==> src/rtl/ttm_pkg.sv <==
package ttm_pkg;
    localparam int ADDR_W = 3;

    localparam logic [ADDR_W-1:0] ADDR_CAT_LIMIT = 3'd0;
    localparam logic [ADDR_W-1:0] ADDR_HOT_LIMIT = 3'd1;
    localparam logic [ADDR_W-1:0] ADDR_HYST      = 3'd2;
    localparam logic [ADDR_W-1:0] ADDR_CTRL      = 3'd3;
    localparam logic [ADDR_W-1:0] ADDR_STATUS    = 3'd4;

    localparam int CTRL_CAT_EN = 0;
    localparam int CTRL_HOT_EN = 1;
    localparam int CTRL_CMD    = 2;
    localparam int STAT_ALERT  = 0;
    localparam int STAT_CAT    = 1;
endpackage

==> src/rtl/ttm_regfile.sv <==
module ttm_regfile
    import ttm_pkg::*;
#(
    parameter int TEMP_W = 8,
    parameter int DATA_W = 8
) (
    input  logic              clk,
    input  logic              rst_n,
    input  logic              reg_we,
    input  logic              reg_re,
    input  logic [ADDR_W-1:0] reg_addr,
    input  logic [DATA_W-1:0] reg_wdata,
    input  logic              alert_set,
    input  logic              cat_tripped,
    output logic [TEMP_W-1:0] cat_limit,
    output logic [TEMP_W-1:0] hot_limit,
    output logic [TEMP_W-1:0] hyst,
    output logic              cat_en,
    output logic              hot_en,
    output logic              smi_cmd,
    output logic              alert,
    output logic [DATA_W-1:0] reg_rdata
);
    typedef struct packed {
        logic [TEMP_W-1:0] cat_limit;
        logic [TEMP_W-1:0] hot_limit;
        logic [TEMP_W-1:0] hyst;
        logic              cat_en;
        logic              hot_en;
        logic              smi_cmd;
        logic              alert;
        logic [DATA_W-1:0] rdata;
    } regs_t;

    regs_t regs_d, regs_q;
    logic  alert_clr;
    logic [DATA_W-1:0] rd_word;

    always_comb begin
        regs_d    = regs_q;
        alert_clr = reg_we && (reg_addr == ADDR_STATUS) && reg_wdata[STAT_ALERT];

        if (reg_we) begin
            case (reg_addr)
                ADDR_CAT_LIMIT: regs_d.cat_limit = reg_wdata[TEMP_W-1:0];
                ADDR_HOT_LIMIT: regs_d.hot_limit = reg_wdata[TEMP_W-1:0];
                ADDR_HYST:      regs_d.hyst      = reg_wdata[TEMP_W-1:0];
                ADDR_CTRL: begin
                    regs_d.cat_en  = reg_wdata[CTRL_CAT_EN];
                    regs_d.hot_en  = reg_wdata[CTRL_HOT_EN];
                    regs_d.smi_cmd = reg_wdata[CTRL_CMD];
                end
                default: ;
            endcase
        end

        // a new event wins over a clear on the same edge
        regs_d.alert = alert_set | (regs_q.alert & ~alert_clr);

        rd_word = '0;
        case (reg_addr)
            ADDR_CAT_LIMIT: rd_word[TEMP_W-1:0] = regs_q.cat_limit;
            ADDR_HOT_LIMIT: rd_word[TEMP_W-1:0] = regs_q.hot_limit;
            ADDR_HYST:      rd_word[TEMP_W-1:0] = regs_q.hyst;
            ADDR_CTRL: begin
                rd_word[CTRL_CAT_EN] = regs_q.cat_en;
                rd_word[CTRL_HOT_EN] = regs_q.hot_en;
                rd_word[CTRL_CMD]    = regs_q.smi_cmd;
            end
            ADDR_STATUS: begin
                rd_word[STAT_ALERT] = regs_q.alert;
                rd_word[STAT_CAT]   = cat_tripped;
            end
            default: ;
        endcase
        if (reg_re) begin
            regs_d.rdata = rd_word;
        end
    end

    always_ff @(posedge clk or negedge rst_n) begin
        if (!rst_n) begin
            regs_q           <= '0;
            regs_q.cat_limit <= '1;
            regs_q.hot_limit <= '1;
        end else begin
            regs_q <= regs_d;
        end
    end

    assign cat_limit = regs_q.cat_limit;
    assign hot_limit = regs_q.hot_limit;
    assign hyst      = regs_q.hyst;
    assign cat_en    = regs_q.cat_en;
    assign hot_en    = regs_q.hot_en;
    assign smi_cmd   = regs_q.smi_cmd;
    assign alert     = regs_q.alert;
    assign reg_rdata = regs_q.rdata;
endmodule

==> src/rtl/ttm_cat_guard.sv <==
module ttm_cat_guard #(
    parameter int TEMP_W = 8
) (
    input  logic              clk,
    input  logic              rst_n,
    input  logic              temp_valid,
    input  logic [TEMP_W-1:0] temp_code,
    input  logic [TEMP_W-1:0] cat_limit,
    input  logic              cat_en,
    output logic              clk_en,
    output logic              tripped
);
    typedef struct packed {
        logic tripped;
    } guard_t;

    guard_t g_d, g_q;
    logic   hit;

    always_comb begin
        g_d        = g_q;
        hit        = temp_valid && cat_en && (temp_code >= cat_limit);
        g_d.tripped = g_q.tripped | hit;
    end

    always_ff @(posedge clk or negedge rst_n) begin
        if (!rst_n) begin
            g_q <= '0;
        end else begin
            g_q <= g_d;
        end
    end

    // combinational drop so shutdown does not wait for an edge
    assign clk_en  = ~(g_q.tripped | hit);
    assign tripped = g_q.tripped;
endmodule

==> src/rtl/ttm_hot_detect.sv <==
module ttm_hot_detect #(
    parameter int TEMP_W = 8
) (
    input  logic              clk,
    input  logic              rst_n,
    input  logic              temp_valid,
    input  logic [TEMP_W-1:0] temp_code,
    input  logic [TEMP_W-1:0] hot_limit,
    input  logic [TEMP_W-1:0] hyst,
    input  logic              hot_en,
    input  logic              smi_cmd,
    output logic              smi_req,
    output logic              alert_set
);
    localparam int SUM_W = TEMP_W + 1;

    typedef struct packed {
        logic armed;
        logic smi;
    } hot_t;

    hot_t h_d, h_q;
    logic at_or_above;
    logic below_band;
    logic crossing;
    logic [SUM_W-1:0] band_sum;

    always_comb begin
        h_d         = h_q;
        at_or_above = temp_code >= hot_limit;
        band_sum    = {1'b0, temp_code} + {1'b0, hyst};
        below_band  = band_sum < {1'b0, hot_limit};
        crossing    = temp_valid && hot_en && h_q.armed && at_or_above;

        h_d.smi = crossing && smi_cmd;

        if (!hot_en) begin
            h_d.armed = 1'b1;
        end else if (temp_valid) begin
            if (crossing) begin
                h_d.armed = 1'b0;
            end else if (!h_q.armed && below_band) begin
                h_d.armed = 1'b1;
            end
        end

        alert_set = crossing && smi_cmd;
    end

    always_ff @(posedge clk or negedge rst_n) begin
        if (!rst_n) begin
            h_q       <= '0;
            h_q.armed <= 1'b1;
        end else begin
            h_q <= h_d;
        end
    end

    assign smi_req = h_q.smi;
endmodule

==> src/rtl/thermal_trip_monitor.sv <==
module thermal_trip_monitor
    import ttm_pkg::*;
#(
    parameter int TEMP_W = 8,
    parameter int DATA_W = 8
) (
    input  logic              clk,
    input  logic              rst_n,
    input  logic              temp_valid,
    input  logic [TEMP_W-1:0] temp_code,
    input  logic              reg_we,
    input  logic              reg_re,
    input  logic [2:0]        reg_addr,
    input  logic [DATA_W-1:0] reg_wdata,
    output logic [DATA_W-1:0] reg_rdata,
    output logic              clk_en,
    output logic              smi_req
);
    logic [TEMP_W-1:0] cat_limit_w;
    logic [TEMP_W-1:0] hot_limit_w;
    logic [TEMP_W-1:0] hyst_w;
    logic              cat_en_w;
    logic              hot_en_w;
    logic              smi_cmd_w;
    logic              alert_w;
    logic              alert_set_w;
    logic              tripped_w;

    ttm_regfile #(.TEMP_W(TEMP_W), .DATA_W(DATA_W)) regs_i (
        .clk         (clk),
        .rst_n       (rst_n),
        .reg_we      (reg_we),
        .reg_re      (reg_re),
        .reg_addr    (reg_addr),
        .reg_wdata   (reg_wdata),
        .alert_set   (alert_set_w),
        .cat_tripped (tripped_w),
        .cat_limit   (cat_limit_w),
        .hot_limit   (hot_limit_w),
        .hyst        (hyst_w),
        .cat_en      (cat_en_w),
        .hot_en      (hot_en_w),
        .smi_cmd     (smi_cmd_w),
        .alert       (alert_w),
        .reg_rdata   (reg_rdata)
    );

    ttm_cat_guard #(.TEMP_W(TEMP_W)) cat_i (
        .clk        (clk),
        .rst_n      (rst_n),
        .temp_valid (temp_valid),
        .temp_code  (temp_code),
        .cat_limit  (cat_limit_w),
        .cat_en     (cat_en_w),
        .clk_en     (clk_en),
        .tripped    (tripped_w)
    );

    ttm_hot_detect #(.TEMP_W(TEMP_W)) hot_i (
        .clk        (clk),
        .rst_n      (rst_n),
        .temp_valid (temp_valid),
        .temp_code  (temp_code),
        .hot_limit  (hot_limit_w),
        .hyst       (hyst_w),
        .hot_en     (hot_en_w),
        .smi_cmd    (smi_cmd_w),
        .smi_req    (smi_req),
        .alert_set  (alert_set_w)
    );
endmodule

==> config.mk <==
export PLATFORM = sky130hd
export DESIGN_NAME = thermal_trip_monitor
export DESIGN_NICKNAME = d
export VERILOG_FILES = /design/src/rtl/ttm_pkg.sv /design/src/rtl/ttm_regfile.sv /design/src/rtl/ttm_cat_guard.sv /design/src/rtl/ttm_hot_detect.sv /design/src/rtl/thermal_trip_monitor.sv
export SDC_FILE = /design/constraint.sdc
export NUM_CORES = 1
export LEC_CHECK = 0
export ABC_CLOCK_PERIOD_IN_PS = 3100
export BUFFER_PORTS_ARGS = -buffer_cell sky130_fd_sc_hd__buf_2
export CORE_MARGIN = 2
export CORE_UTILIZATION = 58
export DETAILED_ROUTE_END_ITERATION = 10
export PLACE_DENSITY = 0.92
export SYNTH_ARGS = -nofsm -noshare
export SYNTH_HDL_FRONTEND = slang
export SYNTH_HIERARCHICAL = 1
export SYNTH_SLANG_ARGS = --single-unit
export TNS_END_PERCENT = 20
==> constraint.sdc <==
create_clock -name clk -period 3.1 [get_ports clk]
set_input_delay 0.465 -clock clk [delete_from_list [all_inputs] [get_ports clk]]
set_output_delay 0.465 -clock clk [all_outputs]
set_load 0.1 [all_outputs]
Word-level counts from Yosys, hierarchy flattened
Index checks and enable logic that the tools add are counted.
{"block": "classes", "muxes": 7, "n_bitwise": 5, "reduce_logical": 16, "n_eq_ne": 6, "addsub": 1, "n_lt_le_gt_ge": 3}
{"operator": "8-bit greater-or-equal comparator", "n": 2}
{"operator": "5-bit case mux with 3 select lines", "n": 1}
{"operator": "2-bit case mux with 5 select lines", "n": 1}
{"operator": "2-bit AND reduction", "n": 5}
{"operator": "8-bit by 8-bit adder with 9-bit output", "n": 1}
{"operator": "1-bit logical AND", "n": 9}
{"operator": "9-bit by 8-bit less-than comparator with 1-bit output", "n": 1}
{"operator": "3-bit by 2-bit == test with 1-bit output (second input constant)", "n": 2}
{"operator": "1-bit 2-to-1 mux", "n": 4}
{"operator": "1-bit case mux with 4 select lines", "n": 1}
{"operator": "3-bit by 1-bit == test with 1-bit output (second input constant)", "n": 1}
{"operator": "3-bit == test (second input constant)", "n": 1}
{"operator": "3-bit logical NOT", "n": 1}
{"operator": "3-bit by 1-bit inequality test with 1-bit output (second input constant)", "n": 1}
{"operator": "2-bit inequality test (second input constant)", "n": 1}
{"operator": "1-bit inverter", "n": 2}
{"operator": "1-bit OR", "n": 2}
{"operator": "1-bit AND", "n": 1}
{"operator": "1-bit logical NOT", "n": 1}
{"block": "word_totals", "in_bits": 24, "elab_cells": 49, "out_inout_bits": 10, "regBits": 39}

Depth between registers and ports, before layout
Gate-level depths: netlist of the first run.
{"block": "depth", "depth_word": 7, "ltp_mapped": 13, "mapped_depth_nobuf": 13}

Cells and area by module
The synthesis of the first run kept the hierarchy.
{"module": "ttm_regfile", "cells_per_inst": 119, "instances": 1, "seq_area_each_um2": 920.9, "area_per_inst_um2": 1665.3}
{"module": "ttm_hot_detect", "cells_per_inst": 89, "instances": 1, "seq_area_each_um2": 51.3, "area_per_inst_um2": 748.2}
{"module": "ttm_cat_guard", "cells_per_inst": 28, "instances": 1, "seq_area_each_um2": 25.0, "area_per_inst_um2": 237.7}

Worst setup path after synthesis of the first run
No wires, ideal clock.
{"block": "synth_timing", "path_kind": "input to register", "from": "input temp_code[0]", "to": "register hot_i/h_q[1] in the netlist's numbering", "path_stages": 11, "n_path_buf": 0, "slack_ns": 0.533, "t_arrival_ns": 2.492, "required_time_ns": 3.025, "setup_ns": 0.075, "cell_sequence": "ha_1 -> inv_1 -> fa_1 -> nor2b_4 -> o31a_1 -> a21oi_1 -> ha_1 -> a21o_1 -> a2111oi_0 -> a21oi_1 -> nor3_2"}
{"block": "synth_via", "elab_chain_cells": 5, "elab_cells_between_ends": 10, "classes_between": "add/sub: 1; order compare: 2; eq/ne: 1; mux: 3; reduce/logical: 3"}
{"element": "start, declared", "line": "thermal_trip_monitor.sv:10", "text": "input logic [TEMP_W-1:0] temp_code,"}
{"element": "8-bit by 8-bit adder with 9-bit output or 8-bit greater-or-equal comparator (tied branches)", "line": "ttm_hot_detect.sv:31, ttm_hot_detect.sv:30"}
{"element": "9-bit by 8-bit less-than comparator with 1-bit output or 1-bit logical AND (tied branches)", "line": "ttm_hot_detect.sv:32, ttm_hot_detect.sv:33"}
{"element": "1-bit logical AND or 1-bit 2-to-1 mux (tied branches)", "line": "ttm_hot_detect.sv:42, ttm_hot_detect.sv:40"}
{"element": "3-bit by 1-bit inequality test with 1-bit output (no source line) or 1-bit 2-to-1 mux (tied branches)"}
{"element": "2-bit AND reduction (no source line) or 1-bit 2-to-1 mux (tied branches)"}
{"element": "end, declared", "line": "ttm_hot_detect.sv:22", "text": "hot_t h_d, h_q;"}
Several ways; a longest one is shown, not always the timed one. The select of a mux whose other input is x is not followed.
A chain may end at the register's enable or synchronous reset.

Final worst setup path of the first run
{"block": "layout_timing", "from": "register regs_i.regs_q[12] (netlist: regs_i/hyst[0])", "to": "register hot_i/h_q[1] in the netlist's numbering"}
{"block": "layout_via", "elab_chain_cells": 5}
{"element": "start, declared", "line": "ttm_regfile.sv:35", "text": "regs_t regs_d, regs_q;"}
{"element": "start signal, assigned", "line": "ttm_regfile.sv:87", "text": "regs_q <= regs_d;"}
{"element": "8-bit by 8-bit adder with 9-bit output", "line": "ttm_hot_detect.sv:31", "text": "band_sum = {1'b0, temp_code} + {1'b0, hyst};"}
{"element": "9-bit by 8-bit less-than comparator with 1-bit output", "line": "ttm_hot_detect.sv:32", "text": "below_band = band_sum < {1'b0, hot_limit};"}
{"element": "1-bit logical AND", "line": "ttm_hot_detect.sv:42", "text": "end else if (!h_q.armed && below_band) begin"}
{"element": "3-bit by 1-bit inequality test with 1-bit output (no source line)"}
{"element": "2-bit AND reduction (no source line)"}
Every way passes these cells.

==> results of run 1 <==
## through the flow
stage	area (µm²)	setup slack, ns	total power (W)	cells	util [%]
after floorplan	2650	0.533	0.00130	236	-
after global placement	2850	0.335	0.00144	316	64.9
after detailed placement	2850	0.251	0.00149	316	64.9
after CTS	2980	0.389	0.00200	324	68.0
after global routing	2980	0.177	0.00212	324	68.0
final	2980	0.401	0.00200	324	68.0
## power breakdown
part	switching, W	total [W]	internal (W)
Sequential	0.0000902	0.000739	0.000649
Clock	0.000184	0.000506	0.000322
Combinational	0.000428	0.000754	0.000326
Total	0.000703	0.00200	0.00130
## logic make-up (layout without fill, tap and decap cells)
kind of cell,after synthesis,after routing
XOR/XNOR,4,4
AND/OR/NAND/NOR,42,42
adder cells (fa/ha/maj),32,32
multiplexers,35,35
AO/OA/AOI/OAI,51,51
flip-flops,39,39
buffers and inverters,33,69
## worst max-delay path: stages, from the launching register on
cell and delay (ns):
dfrtp_1 0.41, ha_1 0.21, inv_1 0.06, fa_1 0.44, nor2b_4 0.14, o31a_1 0.17
a21oi_1 0.05, ha_1 0.29, a21o_1 0.18, a2111oi_0 0.38, a21oi_1 0.14, nor3_2 0.16
## final timing paths
check                                from                  end  depth (start not counted)
min in group clk             reg_wdata[5]  regs_i/hot_limit[5]                          2
max in group asynchronous           rst_n       regs_i/hyst[2]                          1
max                        regs_i/hyst[0]         hot_i/h_q[1]                         11
min reg2reg                  regs_i/alert         regs_i/alert                          1
max reg2reg                regs_i/hyst[0]         hot_i/h_q[1]                         11
min                                 rst_n       regs_i/hyst[5]                          1
## sequential cells by signal (all words and copies together) (netlist names)
name and flops:
hot_i/smi_req 1, regs_i/hot_en 1, regs_i/hot_limit 8, hot_i/h_q 1
regs_i/cat_en 1, regs_i/reg_rdata 8, cat_i/tripped 1, regs_i/cat_limit 8
regs_i/smi_cmd 1, regs_i/hyst 8, regs_i/alert 1
## area by class of cell
cell class	count	area share, %
Sequential cell	39	33.5
Multi-Input combinational cell	164	50.7
Inverter	27	3.40
Timing Repair Buffer	34	5.80
Tap cell	52	2.18
Clock buffer	6	2.44
Clock inverter	2	2.02
## cell usage after synthesis (all sizes together), types with 3 or more instances
library cell   n  area share (%)
o21a           4             1.1
buf            5             1.5
dfrtp         22              21
nor3           3             1.2
mux2          27              11
nand2          4            0.57
mux2i          6             2.3
xnor2          3            0.99
nand3b         4             1.1
o22ai          5             1.2
nor2b          6             2.0
ha            31              15
nand4          3            0.71
nand2b         4             1.2
inv           27             3.8
nand3          4            0.94
a21o           7             2.0
o21ai          6             1.1
a211oi         4             1.1
dfstp         17              17
nor2           9             1.4
a21oi          8             1.5
a2bb2oi        5             1.7
## per-layer routing
layer  GRT usage, %  vias up  part of all wire, %
met1           29.7      965                   42
li1               -      932                    -
met5              0        -                    0
met2           44.8       47                   52
met3           6.61        9                  4.4
met4           6.92        0                  1.5
==> flow_summary.yaml, run 1 <==
floorplanning:
  core_area_mm2: 0.00438
  initial_utilization_pct: 60.5
  dieArea_mm2: 0.00513
  die_h_um: 71.6
  die_w_um: 71.6
  rows: 24
  ios: 34
cts:
  cts-resized-gates: 0
  cts_root_buf: "clkbuf_8"
  worstSkewPairLatency_ns: 0.30
  numCtsBuffers: 5
  clkSinkCount: 39
  ctsHoldBuffers: 0
  h-tree-depth: 2
  cts_tree: "done"
  cts_buffer_depth: 2
  post_cts_buffers: 0
  clk_pin_slew_ns: 0.08
global_route:
  grt_overflow: 0
  grt.total_usage_pct: 25.0
  first_global_vias: 2059
  grt_pass1_wl_um: 9750
  antenna_found_initial: 0
  grt_max_degree: 40
logic_synthesis:
  synthXorXnorAreaFrac_pct: 1.32
  synth_top_family_by_area: "multiplexers"
  avgSynthCellArea_um2: 11.2
  ys.flop_type: "dfrtp_1"
  synth_edf_count: 0
  ys_ff_latch: 39
  synth-compound-area-share_pct: 13.7
  yosys.area_share.simple_pct: 11.1
  synthAdderAreaFrac_pct: 15.4
  synth_cells: 236
  yosysWarningCount: 6
  synthArstFlopShare_pct: 100
  muxShareOfSynthArea_pct: 15.4
  netlist_area_mm2: 0.00265
  synthesis.nets: 292
  yosysSeqAreaShare_pct: 37.6
  synth.distinct_cells: 49
finish:
  areaGrowthSynthToFinish_pct: 12.4
  layout_common_cells: "buf_2 (33), ha_1 (31), inv_1 (27), mux2_2 (27), dfrtp_1 (22)"
  num-fill-cells: 332
  nets: 327
  multi_input_area_mm2: 0.00151
  drive_above_1_share_pct: 36.0
  seqCellArea_um2: 997
  diodes: 0
  final_common_cell: "buf_2"
placed_design:
  port-buffer-count: 33
  hpwlAfterDp_um: 4580
  place_congestion: 0.880
sta:
  tns_ns: 0
  finalHoldViolCount: 0
  fin_crit_ns: 2.70
  worst_pin_slew_ns: 0.847
  finalSetupViolCount: 0
  holdWs_ns: 0.267
  period_share_pct: 87.1
  fmax_mhz: 371
  rsz0062_at_grt: "no"
  slew_headroom_pct: 43.5
  drv_slew: 0
  fin_skew_ns: 0.00607
power:
  power_leakage_nw: 1.41
  ir_worst_vdd_mv: 0.351
  power_density_mw_per_mm2: 671
run_status:
  status: "completed"
routing:
  ant_nets: 0
  route.detailed.drc: 0
  drt-pass1-iter-count: 4
  drtIter0Drc: 88
  dr_total_vias: 1953
  vias_per_cell: 6.03
  routed_wl_um: 5920
  wl_per_cell_um: 18.3
worst_setup_path:
  worst_setup_path_end_kind: "flip-flop"
  start_kind: "flip-flop"
  cp.required_ns: 3.32
  worst-setup-path-type: "reg2reg"
  path_max_fanout: 3
  arrival_ns: 2.92
  r2r_slack_ns: 0.40
job:
  drv_cap: 0
min_path:
  hold_class: "in2async"
(Power assumes the default switching activity.)
==> run 2: changes to the inputs <==
- PLACE_DENSITY: 0.92 -> not set
- PLACE_DENSITY_LB_ADDON: not set -> 0.1
==> flow_summary.yaml, run 2 (same netlist as run 1, synthesis figures left out) <==
global_route:
  first_global_vias: 1955
  grt_pass1_wl_um: 9290
  grt_max_degree: 40
  grt.total_usage_pct: 23.6
  grt_overflow: 0
  antenna_found_initial: 0
cts:
  cts-resized-gates: 0
  post_cts_buffers: 0
  ctsHoldBuffers: 0
  clk_pin_slew_ns: 0.08
  h-tree-depth: 2
  cts_root_buf: "clkbuf_8"
  cts_tree: "done"
  worstSkewPairLatency_ns: 0.29
  numCtsBuffers: 5
  cts_buffer_depth: 2
  clkSinkCount: 39
routing:
  routed_wl_um: 5440
  route.detailed.drc: 0
  wl_per_cell_um: 16.8
  dr_total_vias: 1858
  vias_per_cell: 5.73
  drtIter0Drc: 82
  ant_nets: 0
  drt-pass1-iter-count: 4
sta:
  finalSetupViolCount: 0
  finalHoldViolCount: 0
  worst_pin_slew_ns: 0.826
  drv_slew: 0
  slew_headroom_pct: 44.9
  fin_crit_ns: 2.70
  fin_skew_ns: 0.00716
  tns_ns: 0
  rsz0062_at_grt: "no"
  fmax_mhz: 371
  period_share_pct: 86.9
floorplanning:
  die_h_um: 71.6
  rows: 24
  core_area_mm2: 0.00438
  initial_utilization_pct: 60.5
  die_w_um: 71.6
  ios: 34
  dieArea_mm2: 0.00513
worst_setup_path:
  crit_family: "adder cells"
  start_kind: "flip-flop"
  worst-setup-path-type: "reg2reg"
  worst_setup_path_end_kind: "flip-flop"
  crit_chain: "ha_1 > inv_1 > fa_1 > nor2b_4 > o31a_1 > a21oi_1 > ha_1 > a21o_1 > a2111oi_0 > a21oi_1 > nor3_2"
  slowest_delay_ns: 0.44
  r2r-end: "hot_i/h_q[1]"
  arrival_ns: 2.92
  r2r_slack_ns: 0.40
  slowest_stage: "fa_1"
  worst-r2r-cell-count: 11
  path_max_fanout: 3
  crit_buf_inv: 1
  r2r-start: "regs_i/hyst[0]"
  cp.required_ns: 3.33
placed_design:
  place_congestion: 0.917
  port-buffer-count: 33
  hpwlAfterDp_um: 4340
power:
  power_w: 0.00180
  power_density_mw_per_mm2: 614
  ir_worst_vdd_mv: 0.367
  power_leakage_nw: 1.40
finish:
  nets: 327
  layout_common_cells: "buf_2 (33), ha_1 (31), inv_1 (27), mux2_2 (27), dfrtp_1 (22)"
  areaGrowthSynthToFinish_pct: 10.5
  final_common_cell: "buf_2"
  diodes: 0
  drive_above_1_share_pct: 36.4
run_status:
  status: "completed"
min_path:
  hold_class: "in2async"
job:
  drv_cap: 0
==> run 2: final cells by class <==
type / count / area, µm²
Multi-Input combinational cell: 164 / 1510
Fill cell: 366 / 1450
Sequential cell: 39 / 997
Timing Repair Buffer: 34 / 173
Inverter: 27 / 101
Clock buffer: 5 / 68.8
Tap cell: 52 / 65.1
Clock inverter: 3 / 15.0
==> run 2: report_power, final <==
group          total (W)  switching [W]  internal, W
registers       0.000735      0.0000857     0.000649
logic           0.000734       0.000413     0.000321
clock network   0.000331       0.000178     0.000154
total            0.00180       0.000676      0.00112
==> run 2: through the flow <==
step	hold WS, ns	area, µm²	util [%]	setup WS, ns	cells
6_report	0.257	2930	66.8	0.405	324
5_1_grt	0.327	2930	66.8	0.255	324
4_1_cts	0.295	2930	66.8	0.394	324
3_5_place_dp	0.500	2850	64.9	0.243	316
3_3_place_gp	0.499	2850	64.9	0.317	316
2_1_floorplan	0.169	2650	-	0.533	236
==> run 2: worst register-to-register path: stages, from the launching register on <==
cell       delay (ns)
dfrtp_1          0.40
ha_1             0.21
inv_1            0.06
fa_1             0.44
nor2b_4          0.15
o31a_1           0.17
a21oi_1          0.06
ha_1             0.29
a21o_1           0.18
a2111oi_0        0.38
a21oi_1          0.14
nor3_2           0.16
==> run 2: how the worst max path moves through the flow <==
stage | start | cells after the start | end | slack [ns]
final | regs_i/hyst[0] | 11 | hot_i/h_q[1] | 0.40
after global routing | regs_i/hyst[0] | 11 | hot_i/h_q[1] | 0.26
after CTS | regs_i/hyst[0] | 11 | hot_i/h_q[1] | 0.39
after detailed placement | temp_code[0] | 12 | hot_i/h_q[1] | 0.24
after global placement | temp_code[0] | 12 | hot_i/h_q[1] | 0.32
after floorplan | temp_code[0] | 11 | hot_i/h_q[1] | 0.53
==> run 2: layer usage <==
metal / up-vias / wire [µm] / global-route usage, %
met5: - / 0 / 0
met4: 0 / 139 / 9.22
met3: 10 / 146 / 4.08
met2: 28 / 2690 / 40.5
met1: 887 / 2450 / 29.8
li1: 933 / - / -
==> run 3: changes to the inputs <==
- ABC_AREA: not set -> 1
- CORE_UTILIZATION: 58 -> 59
==> flow_summary.yaml, run 3 <==
logic_synthesis:
  synthArstFlopShare_pct: 100
  netlist_area_mm2: 0.00279
  synth_cells: 351
  yosysTopAreaCell: "dfrtp_1"
  synthesis.nets: 407
  yosysWarningCount: 6
  ys_ff_latch: 39
  ys.flop_type: "dfrtp_1"
  synthTopCellsByArea: "dfrtp_1 (20%), dfstp_2 (16%), ha_1 (14%)"
  synth.top_cells.by_count: "nand2_1 (103), inv_1 (57), ha_1 (31)"
  synth_edf_count: 0
  yosysSeqAreaShare_pct: 35.7
  yosysTopAreaCellShare_pct: 19.7
  avgSynthCellArea_um2: 7.96
  synth.distinct_cells: 34
  synth.most_common_cell: "nand2_1"
sta:
  slew_headroom_pct: 44.3
  rsz0062_at_grt: "no"
  period_share_pct: 86.4
  drv_slew: 0
  finalSetupViolCount: 0
  fin_crit_ns: 2.68
  fmax_mhz: 374
  tns_ns: 0
  worst_pin_slew_ns: 0.836
  finalHoldViolCount: 0
  fin_skew_ns: 0.00592
power:
  power_leakage_nw: 1.69
  ir_worst_vdd_mv: 0.444
  power_density_mw_per_mm2: 603
finish:
  final_common_cell: "nand2_1"
  nets: 441
  areaGrowthSynthToFinish_pct: 10.3
  diodes: 0
  layout_common_cells: "nand2_1 (103), inv_1 (57), buf_2 (33), ha_1 (31), dfrtp_1 (22)"
  layout.cells.non_filler: 440
  drive_above_1_share_pct: 23.3
global_route:
  grt_overflow: 0
  first_global_vias: 2164
  antenna_found_initial: 0
  grt_max_degree: 40
  grt.total_usage_pct: 24.6
  grt_pass1_wl_um: 10000
cts:
  clk_pin_slew_ns: 0.07
  cts_root_buf: "clkbuf_8"
  cts_buffer_depth: 2
  cts_tree: "done"
  clkSinkCount: 39
  worstSkewPairLatency_ns: 0.29
  post_cts_buffers: 0
  cts-resized-gates: 0
  numCtsBuffers: 5
  ctsHoldBuffers: 0
  h-tree-depth: 2
routing:
  wl_per_cell_um: 13.3
  routed_wl_um: 5870
  ant_nets: 0
  dr_total_vias: 2293
  route.detailed.drc: 0
  drtIter0Drc: 87
  vias_per_cell: 5.21
  drt-pass1-iter-count: 4
floorplanning:
  initial_utilization_pct: 60.4
  die_w_um: 72.8
  die_h_um: 72.8
  ios: 34
  rows: 25
  core_area_mm2: 0.00463
  dieArea_mm2: 0.00530
worst_setup_path:
  startpoint: "regs_i/cat_limit[7]"
  cp.required_ns: 2.63
  crit_chain: "inv_1 > ha_1 > a21o_1 > nor2_1 > nand3_1 > a21oi_2 > buf_2"
  r2r_slack_ns: 0.79
  path_max_fanout: 3
  arrival_ns: 2.21
  worst-setup-path-type: "reg2out"
  r2r-start: "regs_i/hyst[0]"
  start_kind: "flip-flop"
  slowest_delay_ns: 0.55
  worst_setup_path_end_kind: "output port"
  worst-r2r-cell-count: 14
  crit_path_end: "clk_en"
  slowest_stage: "dfstp_2"
  r2r-end: "hot_i/h_q[1]"
placed_design:
  port-buffer-count: 33
  hpwlAfterDp_um: 4720
  dp_cells: 432
  place_congestion: 0.892
run_status:
  status: "completed"
job:
  drv_cap: 0
min_path:
  hold_class: "in2async"
[run 3: cell count changes after synthesis, sizes merged, moves of 6 or more]
cell,before,now
a21oi,8,18
nand2,4,108
nand3,4,21
nor2b,6,0
mux2,27,0
mux2i,6,0
inv,27,60
o21ai,6,33
[run 3: area by class of cell]
| class | instances | area [µm²] |
|---|---|---|
| fillers | 419 | 1550 |
| multi-input cells | 245 | 1500 |
| repair buffers | 33 | 165 |
| clock buffers | 6 | 82.6 |
| inverters | 61 | 234 |
| clock inverters | 2 | 35.0 |
| flip-flops and latches | 39 | 997 |
| well taps | 54 | 67.6 |
[run 3: per-stage QoR]
step	hold slack, ns	utilization (%)	setup slack, ns	total power, W	instance area [µm²]
floorplan	0.169	-	0.528	0.00126	2800
global placement	0.461	64.1	0.687	0.00141	2970
detailed placement	0.464	64.1	0.624	0.00143	2970
CTS	0.297	66.6	0.413	0.00188	3080
global route	0.359	66.6	0.341	0.00201	3080
finish	0.278	66.6	0.423	0.00186	3080
[run 3: metal layers]
metal / vias to the layer above / global-route usage, % / part of all wire, %
li1: 1195 / - / -
met2: 51 / 40.3 / 46
met1: 1038 / 34.3 / 49
met5: - / 0 / 0
met4: 0 / 7.41 / 1.5
met3: 9 / 2.90 / 3.6
[run 3: logic make-up (layout without fill, tap and decap cells)]
group                      after synthesis  count (layout)  share of synthesized area, %
adders and majority gates               32              32                          14.6
AOI/OAI and AO/OA                       57              57                          13.3
and+or+nand+nor                        150             150                          23.8
xor gates and xnor gates                 6               6                          1.88
DFF                                     39              39                          35.7
buffers and inverters                   67             102                          10.7
[run 3: worst min-delay path by stage]
| stage | startpoint | end | slack [ns] |
|---|---|---|---|
| after floorplan | rst_n | cat_i/tripped | 0.17 |
| after global placement | regs_i/reg_rdata[0] | regs_i/reg_rdata[0] | 0.46 |
| after detailed placement | regs_i/reg_rdata[3] | regs_i/reg_rdata[3] | 0.46 |
| after CTS | rst_n | regs_i/reg_rdata[4] | 0.30 |
| after global routing | rst_n | regs_i/hyst[6] | 0.36 |
| final | rst_n | regs_i/hyst[6] | 0.28 |
[run 3: power breakdown]
group | leakage, nW | switching (W) | internal [W]
Sequential | 0.459 | 0.0000804 | 0.000629
Combinational | 1.17 | 0.000454 | 0.000258
Clock | 0.0612 | 0.000177 | 0.000260
Total | 1.69 | 0.000711 | 0.00115
[run 3: worst max-delay path: cells and delay by family (launching register included)]
kind | cells | cell delay (ns)
buffers and inverters | 2 | 0.48
adder cells (fa/ha/maj) | 1 | 0.29
AND/OR/NAND/NOR | 2 | 0.29
flip-flops | 1 | 0.55
AO/OA/AOI/OAI | 2 | 0.32
